==> config.mk <==
export PLATFORM = sky130hd
export DESIGN_NAME = i2c_addr_match
export DESIGN_NICKNAME = d
export VERILOG_FILES = /design/src/rtl/i2c_am_pkg.sv /design/src/rtl/i2c_am_sync.sv /design/src/rtl/i2c_am_cond.sv /design/src/rtl/i2c_addr_match.sv
export SDC_FILE = /design/constraint.sdc
export NUM_CORES = 1
export LEC_CHECK = 0
export BUFFER_PORTS_ARGS = -buffer_cell sky130_fd_sc_hd__buf_4
export CORE_MARGIN = 2
export CORE_UTILIZATION = 50
export CTS_CLUSTER_SIZE = 12
export DETAILED_ROUTE_END_ITERATION = 10
export PLACE_DENSITY = 0.7
export SLEW_MARGIN = 0
export SYNTH_ARGS = -nofsm -noshare
export SYNTH_HDL_FRONTEND = slang
export SYNTH_SLANG_ARGS = --single-unit
==> constraint.sdc <==
create_clock -name clk -period 2.6 [get_ports clk]
set_clock_uncertainty 0.05 [all_clocks]
set_input_delay 0.26 -clock clk [delete_from_list [all_inputs] [get_ports clk]]
set_output_delay 0.26 -clock clk [all_outputs]
set_load 0.1 [all_outputs]
==> src/rtl/i2c_am_pkg.sv <==
package i2c_am_pkg;

    typedef enum logic [2:0] {
        ST_IDLE = 3'd0,
        ST_ADDR = 3'd1,
        ST_ACK  = 3'd2,
        ST_HOLD = 3'd3,
        ST_SKIP = 3'd4
    } am_state_e;

    typedef enum logic [1:0] {
        CODE_NONE = 2'b00,
        CODE_WR   = 2'b01,
        CODE_RD   = 2'b10,
        CODE_GC   = 2'b11
    } am_code_e;

    localparam logic [7:0] CFG_RESET = 8'hFE;

endpackage

==> src/rtl/i2c_am_sync.sv <==
module i2c_am_sync #(
    parameter int STAGES = 2
) (
    input  logic clk,
    input  logic rst_n,
    input  logic din,
    output logic dout
);
    logic [STAGES-1:0] chain_q;

    generate
        if (STAGES == 1) begin : g_one
            always_ff @(posedge clk or negedge rst_n) begin
                if (!rst_n) chain_q <= '1;
                else        chain_q <= din;
            end
        end else begin : g_many
            always_ff @(posedge clk or negedge rst_n) begin
                if (!rst_n) chain_q <= '1;
                else        chain_q <= {chain_q[STAGES-2:0], din};
            end
        end
    endgenerate

    assign dout = chain_q[STAGES-1];
endmodule

==> src/rtl/i2c_am_cond.sv <==
module i2c_am_cond (
    input  logic clk,
    input  logic rst_n,
    input  logic scl,
    input  logic sda,
    output logic scl_rise,
    output logic scl_fall,
    output logic start_det,
    output logic stop_det
);
    logic scl_prev_q, sda_prev_q;

    always_ff @(posedge clk or negedge rst_n) begin
        if (!rst_n) begin
            scl_prev_q <= 1'b1;
            sda_prev_q <= 1'b1;
        end else begin
            scl_prev_q <= scl;
            sda_prev_q <= sda;
        end
    end

    assign scl_rise  = scl & ~scl_prev_q;
    assign scl_fall  = ~scl & scl_prev_q;
    assign start_det = scl & scl_prev_q & sda_prev_q & ~sda;
    assign stop_det  = scl & scl_prev_q & ~sda_prev_q & sda;
endmodule

==> src/rtl/i2c_addr_match.sv <==
module i2c_addr_match #(
    parameter int SYNC_STAGES = 2,
    parameter int ADDR_W      = 7
) (
    input  logic       clk,
    input  logic       rst_n,
    input  logic       cfg_we_i,
    input  logic [7:0] cfg_data_i,
    input  logic       flag_clr_i,
    input  logic       scl_i,
    input  logic       sda_i,
    output logic       scl_pd_o,
    output logic       sda_pd_o,
    output logic       irq_o,
    output logic [1:0] status_o,
    output logic       gc_o
);
    import i2c_am_pkg::*;

    localparam int BYTE_W = ADDR_W + 1;
    localparam int CNT_W  = $clog2(BYTE_W + 1);
    localparam logic [CNT_W-1:0] LAST_BIT = CNT_W'(BYTE_W);

    typedef struct packed {
        am_state_e         st;
        logic [BYTE_W-1:0] cfg;
        logic [BYTE_W-1:0] shreg;
        logic [CNT_W-1:0]  cnt;
        logic              flag;
        am_code_e          code;
        logic              gc;
    } am_regs_t;

    am_regs_t r_q, r_d;

    logic scl_s, sda_s;
    logic scl_rise, scl_fall, start_det, stop_det;

    i2c_am_sync #(.STAGES(SYNC_STAGES)) u_sync_scl (
        .clk(clk), .rst_n(rst_n), .din(scl_i), .dout(scl_s)
    );
    i2c_am_sync #(.STAGES(SYNC_STAGES)) u_sync_sda (
        .clk(clk), .rst_n(rst_n), .din(sda_i), .dout(sda_s)
    );
    i2c_am_cond u_cond (
        .clk(clk), .rst_n(rst_n), .scl(scl_s), .sda(sda_s),
        .scl_rise(scl_rise), .scl_fall(scl_fall),
        .start_det(start_det), .stop_det(stop_det)
    );

    logic             own_hit, gc_hit, dir_rd, flag_set;
    logic [ADDR_W-1:0] rx_addr;

    always_comb begin
        rx_addr = r_q.shreg[BYTE_W-1:1];
        dir_rd  = r_q.shreg[0];
        gc_hit  = (rx_addr == '0) && r_q.cfg[0] && !dir_rd;
        own_hit = (rx_addr != '0) && (rx_addr == r_q.cfg[BYTE_W-1:1]);
    end

    always_comb begin
        r_d      = r_q;
        flag_set = 1'b0;
        if (cfg_we_i) r_d.cfg = cfg_data_i[BYTE_W-1:0];

        if (start_det) begin
            r_d.st  = ST_ADDR;
            r_d.cnt = '0;
        end else if (stop_det) begin
            r_d.st = ST_IDLE;
        end else begin
            unique case (r_q.st)
                ST_ADDR: begin
                    if (scl_rise && r_q.cnt != LAST_BIT) begin
                        r_d.shreg = {r_q.shreg[BYTE_W-2:0], sda_s};
                        r_d.cnt   = r_q.cnt + 1'b1;
                    end else if (scl_fall && r_q.cnt == LAST_BIT) begin
                        if (own_hit || gc_hit) begin
                            r_d.st   = ST_ACK;
                            r_d.gc   = gc_hit;
                            r_d.code = gc_hit ? CODE_GC : (dir_rd ? CODE_RD : CODE_WR);
                        end else begin
                            r_d.st = ST_SKIP;
                        end
                    end
                end
                ST_ACK: begin
                    if (scl_fall) begin
                        r_d.st   = ST_HOLD;
                        flag_set = 1'b1;
                    end
                end
                ST_HOLD: begin
                    if (!r_q.flag) r_d.st = ST_SKIP;
                end
                default: ;
            endcase
        end

        if (flag_set)        r_d.flag = 1'b1;
        else if (flag_clr_i) r_d.flag = 1'b0;
    end

    always_ff @(posedge clk or negedge rst_n) begin
        if (!rst_n) begin
            r_q.st    <= ST_IDLE;
            r_q.cfg   <= CFG_RESET[BYTE_W-1:0];
            r_q.shreg <= '0;
            r_q.cnt   <= '0;
            r_q.flag  <= 1'b0;
            r_q.code  <= CODE_NONE;
            r_q.gc    <= 1'b0;
        end else begin
            r_q <= r_d;
        end
    end

    assign sda_pd_o = (r_q.st == ST_ACK);
    assign scl_pd_o = (r_q.st == ST_HOLD) && r_q.flag;
    assign irq_o    = r_q.flag;
    assign status_o = r_q.code;
    assign gc_o     = r_q.gc;
endmodule

# ---- After elaboration in Yosys (flattened, before gate mapping)
# Index checks and enable logic that the tools add are counted.
dict set report classes {
  addsub 1
  mul 0
  n_div 0
  order_cmp 0
  eq_ne 11
  shifts 0
  muxes 20
  bitwise 14
  reduce_logical 18
}
# cell count
set op_table {}
lappend op_table {{$mux W3} 7}
lappend op_table {{$mux W4} 4}
lappend op_table {{$ne A4 B4 Y1 const B} 4}
lappend op_table {{$pmux W3 S3} 1}
lappend op_table {{$and A1 B1 Y1} 7}
lappend op_table {{$eq A7 B7 Y1} 1}
lappend op_table {{$logic_not A7 Y1} 1}
lappend op_table {{$not A1 Y1} 7}
lappend op_table {{$reduce_bool A7 Y1} 1}
lappend op_table {{$eq A3 B2 Y1 const B} 2}
lappend op_table {{$logic_and A1 B1 Y1} 6}
lappend op_table {{$mux W1} 6}
lappend op_table {{$reduce_and A6 Y1} 1}
lappend op_table {{$reduce_bool A2 Y1} 3}
lappend op_table {{$reduce_and A5 Y1} 1}
lappend op_table {{$reduce_bool A5 Y1} 1}
lappend op_table {{$add A4 B1 Y4 const B} 1}
lappend op_table {{$eq A4 B4 Y1 const B} 1}
lappend op_table {{$mux W2} 2}
lappend op_table {{$ne A4 B1 Y1 const B} 1}
lappend op_table {{$reduce_and A4 Y1} 1}
lappend op_table {{$eq A3 B1 Y1 const B} 1}
lappend op_table {{$reduce_and A3 Y1} 1}
lappend op_table {{$ne A2 B2 Y1 const B} 1}
lappend op_table {{other kinds (2)} 2}
dict set report word_totals {
  register_bits 33
  latchBits 0
  mem_bits_rw 0
  rom_bits 0
  input_bits 14
  out_inout_bits 6
  wordCells 75
  n_memories 0
}

# ---- Depth between registers and ports, before layout
# Gate-level depths: netlist of the first run.
dict set report logic_depth {
  ltp_word 10
  ltp_mapped 7
  mapped_depth_nobuf 7
}

# ---- By module
# Synthesis of the first run repeated with hierarchy kept, for this count alone.
dict set report hier_totals {
  hier_cells 128
  area_unflattened_um2 1576.5
}
# module n_inst cells_each area_per_inst_um2 seq_area_each_um2
set modules_own_cells {}
lappend modules_own_cells {i2c_addr_match 1 118 1386.3 684.4}
lappend modules_own_cells {i2c_am_sync 2 2 52.6 52.6}
lappend modules_own_cells {i2c_am_cond 1 6 85.1 52.6}

# ---- Worst setup path before layout of the first run
# No wires, ideal clock.
dict set report synth_timing {
  path_type {reg2out}
  from {register r_q (netlist bit irq_o)}
  to {output port scl_pd_o}
  t_arrival_ns 2.336
  required_ns 2.290
  setup_slack_ns -0.046
  path_stages_with_launch 3
  path_buffers 0
  cell_sequence {dfrtp_1 > nand2_1 > nor2_1}
}
dict set report synth_via {
  elab_chain_cells 1
}
# element line_no
set synth_rtl {}
lappend synth_rtl {{start: declaration} i2c_addr_match.sv:34} ;# am_regs_t r_q, r_d;
lappend synth_rtl {{start signal: assignment} i2c_addr_match.sv:114} ;# r_q <= r_d;
lappend synth_rtl {{$logic_and A1 B1 Y1} i2c_addr_match.sv:119} ;# assign scl_pd_o = (r_q.st == ST_HOLD) && r_q.flag;
lappend synth_rtl {{end: declaration} i2c_addr_match.sv:12} ;# output logic scl_pd_o,
# No other way between the ends.

# ---- Worst setup path after layout of the first run
dict set report layout_timing {
  from {register r_q[4] (netlist name)}
  to {register r_q (netlist bit status_o[1])}
}
dict set report layout_via {
  elab_chain_cells 4
  word_cells_on_any_way 6
  classes_between {eq/ne: 2; bitwise: 1; reduce/logical: 3}
}
# element line_no
set layout_rtl {}
lappend layout_rtl {{$ne A4 B4 Y1} i2c_addr_match.sv:74} ;# if (scl_rise && r_q.cnt != LAST_BIT) begin
lappend layout_rtl {{$logic_and A1 B1 Y1} i2c_addr_match.sv:74}
lappend layout_rtl {{$not A1 Y1 (no line)} n/a}
lappend layout_rtl {{$reduce_and A6 Y1 (no line) *} n/a}
# Mark *: on every way between the ends. The rest lies on a longest branch, timed or not.
# A chain may end at the register's enable or synchronous reset.

==> metrics.md, run 1 <==
| Metric | Value |
|---|---|
| R2R cell count | 7 |
| Initial core utilization | between 50 and 60% |
| Vias in the first global route | 1076 |
| Synth-to-layout area growth | 17.4% |
| Skew-Pair Late Insertion Delay | 0.34 ns |
| CTS tree | done |
| Hold path depth | 2 |
| Global Route Usage Sum | ~19% |
| Distinct cell type count after synthesis | 39 |
| #FFs+latches synth | 33 |
| Die H | 60.2 µm |
| Grt ovf | 0 |
| Clk sinks | 33 |
| Drt drc | 0 |
| DRT antenna net count | 0 |
| Hold-fix buffers, CTS | 3 |
| First-pass GRT wire length | 4820 µm |
| Synth Area in Simple Gates | 19.3% |
| Yosys warns | 0 |
| RSZ-0062 raised after global routing | no |
| Hold Crit Class | input port to flop |
| Critical Path RT | between 2 and 3 ns |
| Fmax | 0.491 GHz |
| N_diodes | 0 |
| Critical path arrival | 2.20 ns |
| Largest family of logic cells by synthesized area | simple AND/OR/NAND/NOR gates |
| XOR/XNOR share of the synthesized area | under 10% |
| Critical R2R Launch | r_q[4] |
| Port buffer count | 19 |
| Status | finished clean |
| Syn Area/Cell | approximately 11 µm² |
| FF-to-FF End | status_o[1] |
| Num CTS Buffers | 5 |
| Hold path startpoint | flag_clr_i |
| WL final | between 2000 and 3000 µm |
| Max cap viols | 0 |
| Root Buffer | clkbuf_4 |
| CP Max Fanout | 5 |
| Critical path type | flop to flop |
| Routed len/inst | ~13 µm |
| Die X | roughly 60 µm |
| Final hold violation count | 0 |
| GP Congestion | ~0.84 |
| Post-synthesis sequential area ratio | between 50% and 60% |
| Die area | 3620 µm² |
| Most common cell after layout, fill and taps aside | nand2_1 |
| Cts repair resizes | 0 |
| Compound-cell area share of the yosys netlist | between 10% and 20% |
| Slew @ Worst Pin | roughly 0.6 ns |
| Initial DRT Pass Iterations | 4 |
| Tot Pwr | between 1500 and 2000 µW |
| Final period util | ~78% |
| Slew HR | 59.9% |
| VDD IR max | 377 µV |
| Most frequent cells in the layout | nand2_1 (34), dfrtp_1 (20), buf_4 (20) |
| Layout cell share with drive strength beyond 1 | 34.1% |
| H-Tree Depth | 2 |
| Nets | around 190 |
| R2R Setup Slk | 0.56 ns |
| Largest net degree at the start of global routing | 34 |
| Synth Area in Adders | between 1.5 and 2% |
| Final Critical Period | 2.04 ns |
| DP HPWL | 1930 µm |
| PwrDens | between 900 and 1000 nW/µm² |
| Initial antenna violation count | 0 |
| Num ports | 20 |
| Reg clk slew, reported paths | 0.10 ns |
| Slew Limit Fails | 0 |
| Post-Syn Area | 1580 µm² |
| DR vias/cell | about 5.1 |
| Mapped Nets | 165 |
| DR vias | 1103 |
| Core area | 3030 µm² |
| Static Leak | 0.000807 µW |
| Multiplexer share of the synthesized area | under 10% |
| Clk buf depth | 2 |
| Post-CTS setup buffer count | 0 |
| Mapped Cells | 149 |
| Final setup TNS | 0 ns |
| Setup violations, final | 0 |
| Crit start category | flop |
| Worst hold endpoint | irq_o |
| Critical Path End Type | flop |
| Num rows | 20 |
| Number of DRC markers in iteration 0 | 60 |
==> sequential cells by signal, indices dropped and copies added (netlist names) <==
name and count:
dir_rd 1, gc_o 1, irq_o 1, r_q 22, status_o 2, u_cond.scl_prev_q 1
u_cond.sda_prev_q 1, u_sync_scl.chain_q 2, u_sync_sda.chain_q 2
==> report_power, final <==
group          internal [µW]  switching (µW)  leakage, µW
clock network            230             170    0.0000455
registers                627             118     0.000392
logic                    205             328     0.000370
==> cell families after synthesis <==
kind of cell,after synthesis
AO/OA/AOI/OAI,23
flip-flops,33
multiplexers,8
AND/OR/NAND/NOR,63
buffers and inverters,11
XOR/XNOR,9
adder cells (fa/ha/maj),2
==> worst max path at each step <==
stage / start / cells after the start / end / slack, ns
2_1_floorplan: irq_o / 2 / scl_pd_o / 0.38
3_3_place_gp: r_q[4] / 7 / status_o[1] / 0.67
3_5_place_dp: r_q[4] / 7 / status_o[1] / 0.60
4_1_cts: r_q[4] / 7 / status_o[1] / 0.57
5_1_grt: r_q[4] / 7 / r_q[6] / 0.43
6_report: r_q[4] / 7 / status_o[1] / 0.56
==> cells in the mapped netlist <==
cell type / count / area, µm²
buf_4: 3 / 22.5
clkbuf_1: 1 / 3.75
o21a_1: 2 / 15.0
a22o_1: 2 / 17.5
o21ai_1: 2 / 10.0
xnor2_1: 8 / 70.1
o2bb2ai_1: 2 / 17.5
dfrtp_1: 20 / 500
and4bb_2: 1 / 12.5
and2_2: 1 / 7.51
nand4_1: 1 / 6.26
xor2_1: 1 / 8.76
ha_1: 2 / 25.0
buf_6: 1 / 11.3
nand2_1: 34 / 128
inv_1: 4 / 15.0
nor4_1: 2 / 12.5
o32a_1: 1 / 10.0
buf_2: 2 / 10.0
nor3_2: 1 / 10.0
dfstp_2: 13 / 342
o21ai_0: 3 / 15.0
or4_4: 1 / 11.3
nor2_1: 9 / 33.8
a221oi_1: 1 / 8.76
or2_4: 1 / 8.76
nand2b_1: 2 / 12.5
and2b_2: 1 / 8.76
nor3_1: 1 / 5.00
nand2_2: 2 / 12.5
nand3_1: 5 / 25.0
a31oi_1: 1 / 6.26
a41oi_1: 1 / 8.76
a21oi_1: 5 / 25.0
o22ai_1: 1 / 6.26
a2111oi_4: 1 / 27.5
mux2_2: 8 / 90.1
o32ai_1: 1 / 8.76
and3b_2: 1 / 10.0
==> final cells by class <==
| type | instances | area [µm²] |
|---|---|---|
| Fill cell | 263 | 1170 |
| Sequential cell | 33 | 842 |
| Multi-Input combinational cell | 105 | 677 |
| Timing Repair Buffer | 23 | 180 |
| Clock buffer | 7 | 55.1 |
| Tap cell | 44 | 55.1 |
| Clock inverter | 1 | 30.0 |
| Inverter | 4 | 15.0 |
==> per-stage QoR <==
| stage | std cells | setup WS, ns | util, % | area [µm²] | hold slack [ns] |
|---|---|---|---|---|---|
| after global placement | 206 | 0.671 | 57.4 | 1740 | 0.164 |
| after detailed placement | 206 | 0.600 | 57.4 | 1740 | 0.171 |
| final | 217 | 0.563 | 61.2 | 1850 | 0.0615 |
| after global routing | 217 | 0.429 | 61.2 | 1850 | 0.0309 |
| after floorplan | 149 | 0.380 | - | 1580 | -0.0856 |
| after CTS | 217 | 0.574 | 61.2 | 1850 | 0.0457 |
==> routing by layer <==
| metal | GRT usage (%) | wire length [µm] |
|---|---|---|
| met5 | 0 | 0 |
| met4 | 12.4 | 82 |
| met3 | 4.55 | 90 |
| met2 | 26.6 | 1240 |
| met1 | 24.6 | 1360 |
==> worst max-delay path: stages (launching register included) <==
cell	delay [ns]
dfrtp_1	0.43
inv_1	0.07
ha_1	0.13
and3b_2	0.23
nand2_2	0.09
a2111oi_4	0.48
nand2_2	0.13
o32a_1	0.31
No activity file was read; power rests on OpenSTA's default activity.
==> run 2, diff against run 1 <==
==> constraint.sdc (replaced) <==
create_clock -name clk -period 2 [get_ports clk]
set_clock_uncertainty 0.05 [all_clocks]
set_input_delay 0.2 -clock clk [delete_from_list [all_inputs] [get_ports clk]]
set_output_delay 0.2 -clock clk [all_outputs]
set_load 0.1 [all_outputs]
==> metrics.md, run 2 (synthesized netlist as in run 1, its figures left out) <==
| Metric | Value |
|---|---|
| Sequential share of power | between 40 and 50% |
| R2R Setup Slk | 0.14 ns |
| Most frequent cells in the layout | nand2_1 (34), buf_4 (25), dfrtp_1 (20) |
| Layout cell share with drive strength beyond 1 | 35.8% |
| Clk pwr share | a little under a fifth |
| Die H | 60.2 µm |
| First-pass GRT wire length | 4850 µm |
| Sw power | just over 800 µW |
| Grt ovf | 0 |
| Busiest layer in global routing | met2 |
| Crit start category | flop |
| Slew HR | 70.0% |
| Beginning of the critical path | r_q[4] |
| VDD IR max | ~500 µV |
| Drt drc | 0 |
| DR vias/cell | 5.07 |
| N_diodes | 0 |
| Initial core utilization | 52.1% |
| Vias in the first global route | 1138 |
| Met2 Use GR | 29.3% |
| Num ports | 20 |
| Sw frac | 38.4% |
| DRT antenna net count | 0 |
| Comb power frac | approximately 36% |
| Initial DRT Pass Iterations | 4 |
| Final setup TNS | 0 ns |
| Critical R2R Launch | r_q[4] |
| Die X | 60.2 µm |
| Status | finished clean |
| GP Congestion | 0.818 |
| Critical path arrival | between 2 and 2.5 ns |
| Static Leak | 0.000824 µW |
| Internal power | 1290 µW |
| R2R cell count | 7 |
| Reg clk slew, reported paths | 0.11 ns |
| Skew-Pair Late Insertion Delay | 0.33 ns |
| Grt met3 use | 5.19% |
| Final core occ | 62.2% |
| Critical path type | flop to flop |
| Number of DRC markers in iteration 0 | 54 |
| WL final | 2770 µm |
| H-Tree Depth | 2 |
| Nets | roughly 190 |
| Fmax | 0.538 GHz |
| CTS tree | done |
| Critical Path End Type | flop |
| Routed len/inst | roughly 12 µm |
| Global Route Usage Sum | 18.4% |
| Max reg flops | 22 |
| CP Max Fanout | 4 |
| Num CTS Buffers | 5 |
| Slew Limit Fails | 0 |
| Num rows | 20 |
| DR vias | 1131 |
| Finished Cell Area | 1880 µm² |
| RSZ-0062 raised after global routing | no |
| Hold Crit Class | input port to flop |
| Hold path startpoint | cfg_data_i[3] |
| Initial antenna violation count | 0 |
| Post-DP Area | between 1500 and 2000 µm² |
| Slew @ Worst Pin | 0.446 ns |
| Met1 GRT Util | between 20% and 30% |
| Setup violations, final | 0 |
| Final Critical Period | 1.86 ns |
| Die area | 3620 µm² |
| Most common cell after layout, fill and taps aside | nand2_1 |
| Hold path depth | 2 |
| Worst hold endpoint | r_q[19] |
| Final hold violation count | 0 |
| Max cap viols | 0 |
| Clk sinks | 33 |
| DP HPWL | 1950 µm |
| Cts repair resizes | 0 |
| Synth-to-layout area growth | 19.3% |
| Core area | approximately 3000 µm² |
| Final period util | 92.9% |
| Largest reg by FF count | r_q |
| PwrDens | 1110 nW/µm² |
| Port buffer count | 19 |
| Clk buf depth | 2 |
| Critical Path RT | about 2.2 ns |
| Root Buffer | clkbuf_4 |
| Largest net degree at the start of global routing | 34 |
| FF-to-FF End | status_o[1] |
[run 2: area by class of cell]
cell class	instances	area, µm²
inverters	4	15.0
fillers	262	1140
flip-flops and latches	33	842
clock buffers	8	58.8
repair buffers	29	228
multi-input cells	105	684
well taps	44	55.1
[run 2: what timing repair did]
action | in CTS | in global routing
endpoints found under the setup margin | 0 | 2
endpoints found under the hold margin | 23 | 0
hold buffers | 4 | 0
buffers inserted | 0 | 2
[run 2: layer usage]
metal	vias to the layer above	share of wire [%]
li1	565	-
met1	532	46
met2	26	47
met3	8	4.6
met4	0	2.2
met5	-	0
[run 2: how the worst max path moves through the flow]
| stage | cells past startpoint | to | slack (ns) |
|---|---|---|---|
| after floorplan | 5 | status_o[1] | 0.04 |
| after global placement | 7 | status_o[1] | 0.16 |
| after detailed placement | 7 | r_q[6] | 0.11 |
| after CTS | 7 | r_q[6] | 0.09 |
| after global routing | 7 | r_q[6] | 0.0004 |
| final | 7 | status_o[1] | 0.14 |
[run 2: metrics by stage]
step	power (µW)	worst slack (ns)	hold slack [ns]	std cells
6_report	2100	0.141	0.0392	223
5_1_grt	2260	0.000380	0.0249	223
4_1_cts	2090	0.0887	0.0306	221
3_5_place_dp	1680	0.106	0.113	209
3_3_place_gp	1660	0.162	0.108	209
2_1_floorplan	1530	0.0375	-0.146	149
[run 2: power groups by stage]
stage	Sequential, µW	Combinational, µW	Clock [µW]
5_1_grt	979	831	449
2_1_floorplan	992	540	0
6_report	953	746	396
3_3_place_gp	959	698	0
3_5_place_dp	969	709	0
4_1_cts	956	720	411
[run 2: critical path, cell delays in order, from the launching register on]
cell and delay (ns):
dfrtp_1 0.42, inv_1 0.07, ha_1 0.13, and3b_2 0.23
nand2_2 0.08, a2111oi_4 0.38, nand2_2 0.11, o32a_1 0.29
==> run 3, diff against run 2 <==
--- a/config.mk
+++ b/config.mk
@@ -11,6 +11,7 @@
 export CTS_CLUSTER_SIZE = 12
 export DETAILED_ROUTE_END_ITERATION = 10
 export PLACE_DENSITY = 0.7
+export REMOVE_ABC_BUFFERS = 1
 export SLEW_MARGIN = 0
 export SYNTH_ARGS = -nofsm -noshare
 export SYNTH_HDL_FRONTEND = slang
==> metrics.md, run 3 (synthesized netlist as in run 1, its figures left out) <==
| Metric | Value |
|---|---|
| Status | finished clean |
| Critical Path Max Stage Delay | 0.53 ns |
| Root Buffer | clkbuf_4 |
| Most common cell after layout, fill and taps aside | nand2_1 |
| Largest reg by FF count | r_q |
| Reg clk slew, reported paths | 0.10 ns |
| WL final | ~2800 µm |
| R2R cell count | 7 |
| Critical path arrival | 2.10 ns |
| Critical Path End Type | flop |
| CTS tree | done |
| Nets | 194 |
| N_diodes | 0 |
| Clk sinks | 33 |
| Final period util | 97.5% |
| Final Critical Period | roughly 2.0 ns |
| Slew HR | 70.3% |
| H-Tree Depth | 2 |
| Die area | between 3000 and 4000 µm² |
| PwrDens | 1120 nW/µm² |
| Fmax | 0.513 GHz |
| Vias in the first global route | 1126 |
| Num rows | 20 |
| Slew @ Worst Pin | 0.441 ns |
| Max cap viols | 0 |
| WP buf/inv | 2 |
| Clk pwr share | 19.8% |
| Critical Path RT | 2.15 ns |
| Sw frac | between 30% and 40% |
| Metal2 WL | 1480 µm |
| Layout cell share with drive strength beyond 1 | 35.8% |
| Core area | 3030 µm² |
| Port buffer count | 19 |
| Crit start category | flop |
| Beginning of the critical path | r_q[4] |
| Met3 wire length | 89 µm |
| Hold path startpoint | cfg_data_i[0] |
| DP HPWL | 2030 µm |
| M1 wire length | 1240 µm |
| Sequential share of power | ~45% |
| Drt drc | 0 |
| DRT antenna net count | 0 |
| DR vias/cell | 5.17 |
| CP cell instances | inv_1 -> ha_1 -> and3b_2 -> or4_4 -> buf_4 -> nand3_1 -> o21ai_0 |
| Final setup TNS | 0 ns |
| Initial core utilization | 52.1% |
| Final hold violation count | 0 |
| Hold Crit Class | input port to flop |
| Die H | 60.2 µm |
| WP depth | 7 |
| Num CTS Buffers | 5 |
| Most frequent cells in the layout | nand2_1 (34), buf_4 (25), dfrtp_1 (20) |
| Die X | 60.2 µm |
| Sw power | 795 µW |
| Grt ovf | 0 |
| Hold path depth | 2 |
| Initial antenna violation count | 0 |
| Num ports | 20 |
| Setup violations, final | 0 |
| Clk buf depth | 2 |
| Critical R2R Launch | r_q[4] |
| Comb power frac | a little over a third |
| CP Max Fanout | 6 |
| First-pass GRT wire length | 4850 µm |
| CP max-delay cell | or4_4 |
| Uppermost layer routed | met4 |
| Largest net degree at the start of global routing | 34 |
| Max reg flops | 22 |
| Number of DRC markers in iteration 0 | 35 |
| Critical path type | flop to flop |
| Slew Limit Fails | 0 |
| Delay-heaviest family, CP | simple AND/OR/NAND/NOR gates |
| VDD IR max | just under 500 µV |
| Initial DRT Pass Iterations | 4 |
| Final core occ | between 60% and 70% |
| Internal power | 1310 µW |
| GP Congestion | between 0.7 and 0.8 |
| Static Leak | 0.000831 µW |
| Global Route Usage Sum | 18.3% |
| Synth-to-layout area growth | 19.3% |
| Skew-Pair Late Insertion Delay | 0.32 ns |
| DR vias | 1154 |
| Routed len/inst | 12.7 µm |
-- run 3: final cells by class --
class | instances | area, µm²
fillers | 269 | 1140
flip-flops and latches | 33 | 842
multi-input cells | 105 | 674
repair buffers | 29 | 228
clock buffers | 7 | 65.1
well taps | 44 | 55.1
inverters | 4 | 15.0
clock inverters | 1 | 5.00
-- run 3: timing repair --
| action | 4_1_cts | 5_1_grt |
|---|---|---|
| hold endpoints to repair | 23 | 0 |
| setup buffers | 0 | 3 |
| resized for setup | 0 | 0 |
| endpoints found under the setup margin | 0 | 1 |
| hold buffers | 4 | 0 |
-- run 3: final timing paths --
check / end / slack [ns]
min in group asynchronous: status_o[0] / 0.29
max in group asynchronous: u_sync_sda.chain_q[1] / 1.28
setup reg to reg: r_q[7] / 0.05
hold reg to reg: u_sync_sda.chain_q[1] / 0.31
setup / recovery: r_q[7] / 0.05
hold / removal: r_q[16] / 0.05
-- run 3: power by group through the flow --
stage	combinational (µW)	clock, µW	sequential [µW]
floorplan	354	0	1140
global placement	698	0	959
detailed placement	714	0	969
CTS	724	442	958
global route	812	477	978
finish	734	418	957
-- run 3: metrics by stage --
step | instances | total power, µW | hold slack [ns] | area (µm²) | setup slack, ns
finish | 223 | 2110 | 0.0507 | 1880 | 0.0498
global route | 223 | 2270 | 0.0184 | 1880 | -0.0231
CTS | 220 | 2120 | 0.0343 | 1860 | 0.0361
global placement | 208 | 1660 | 0.107 | 1750 | 0.163
floorplan | 142 | 1490 | -0.146 | 1530 | -0.586
detailed placement | 208 | 1680 | 0.112 | 1750 | 0.0658
-- run 3: per-layer routing --
metal	global-route usage, %	up-vias
li1	-	572
met1	22.2	563
met2	29.5	17
met3	7.14	2
met4	6.67	0
met5	0	-
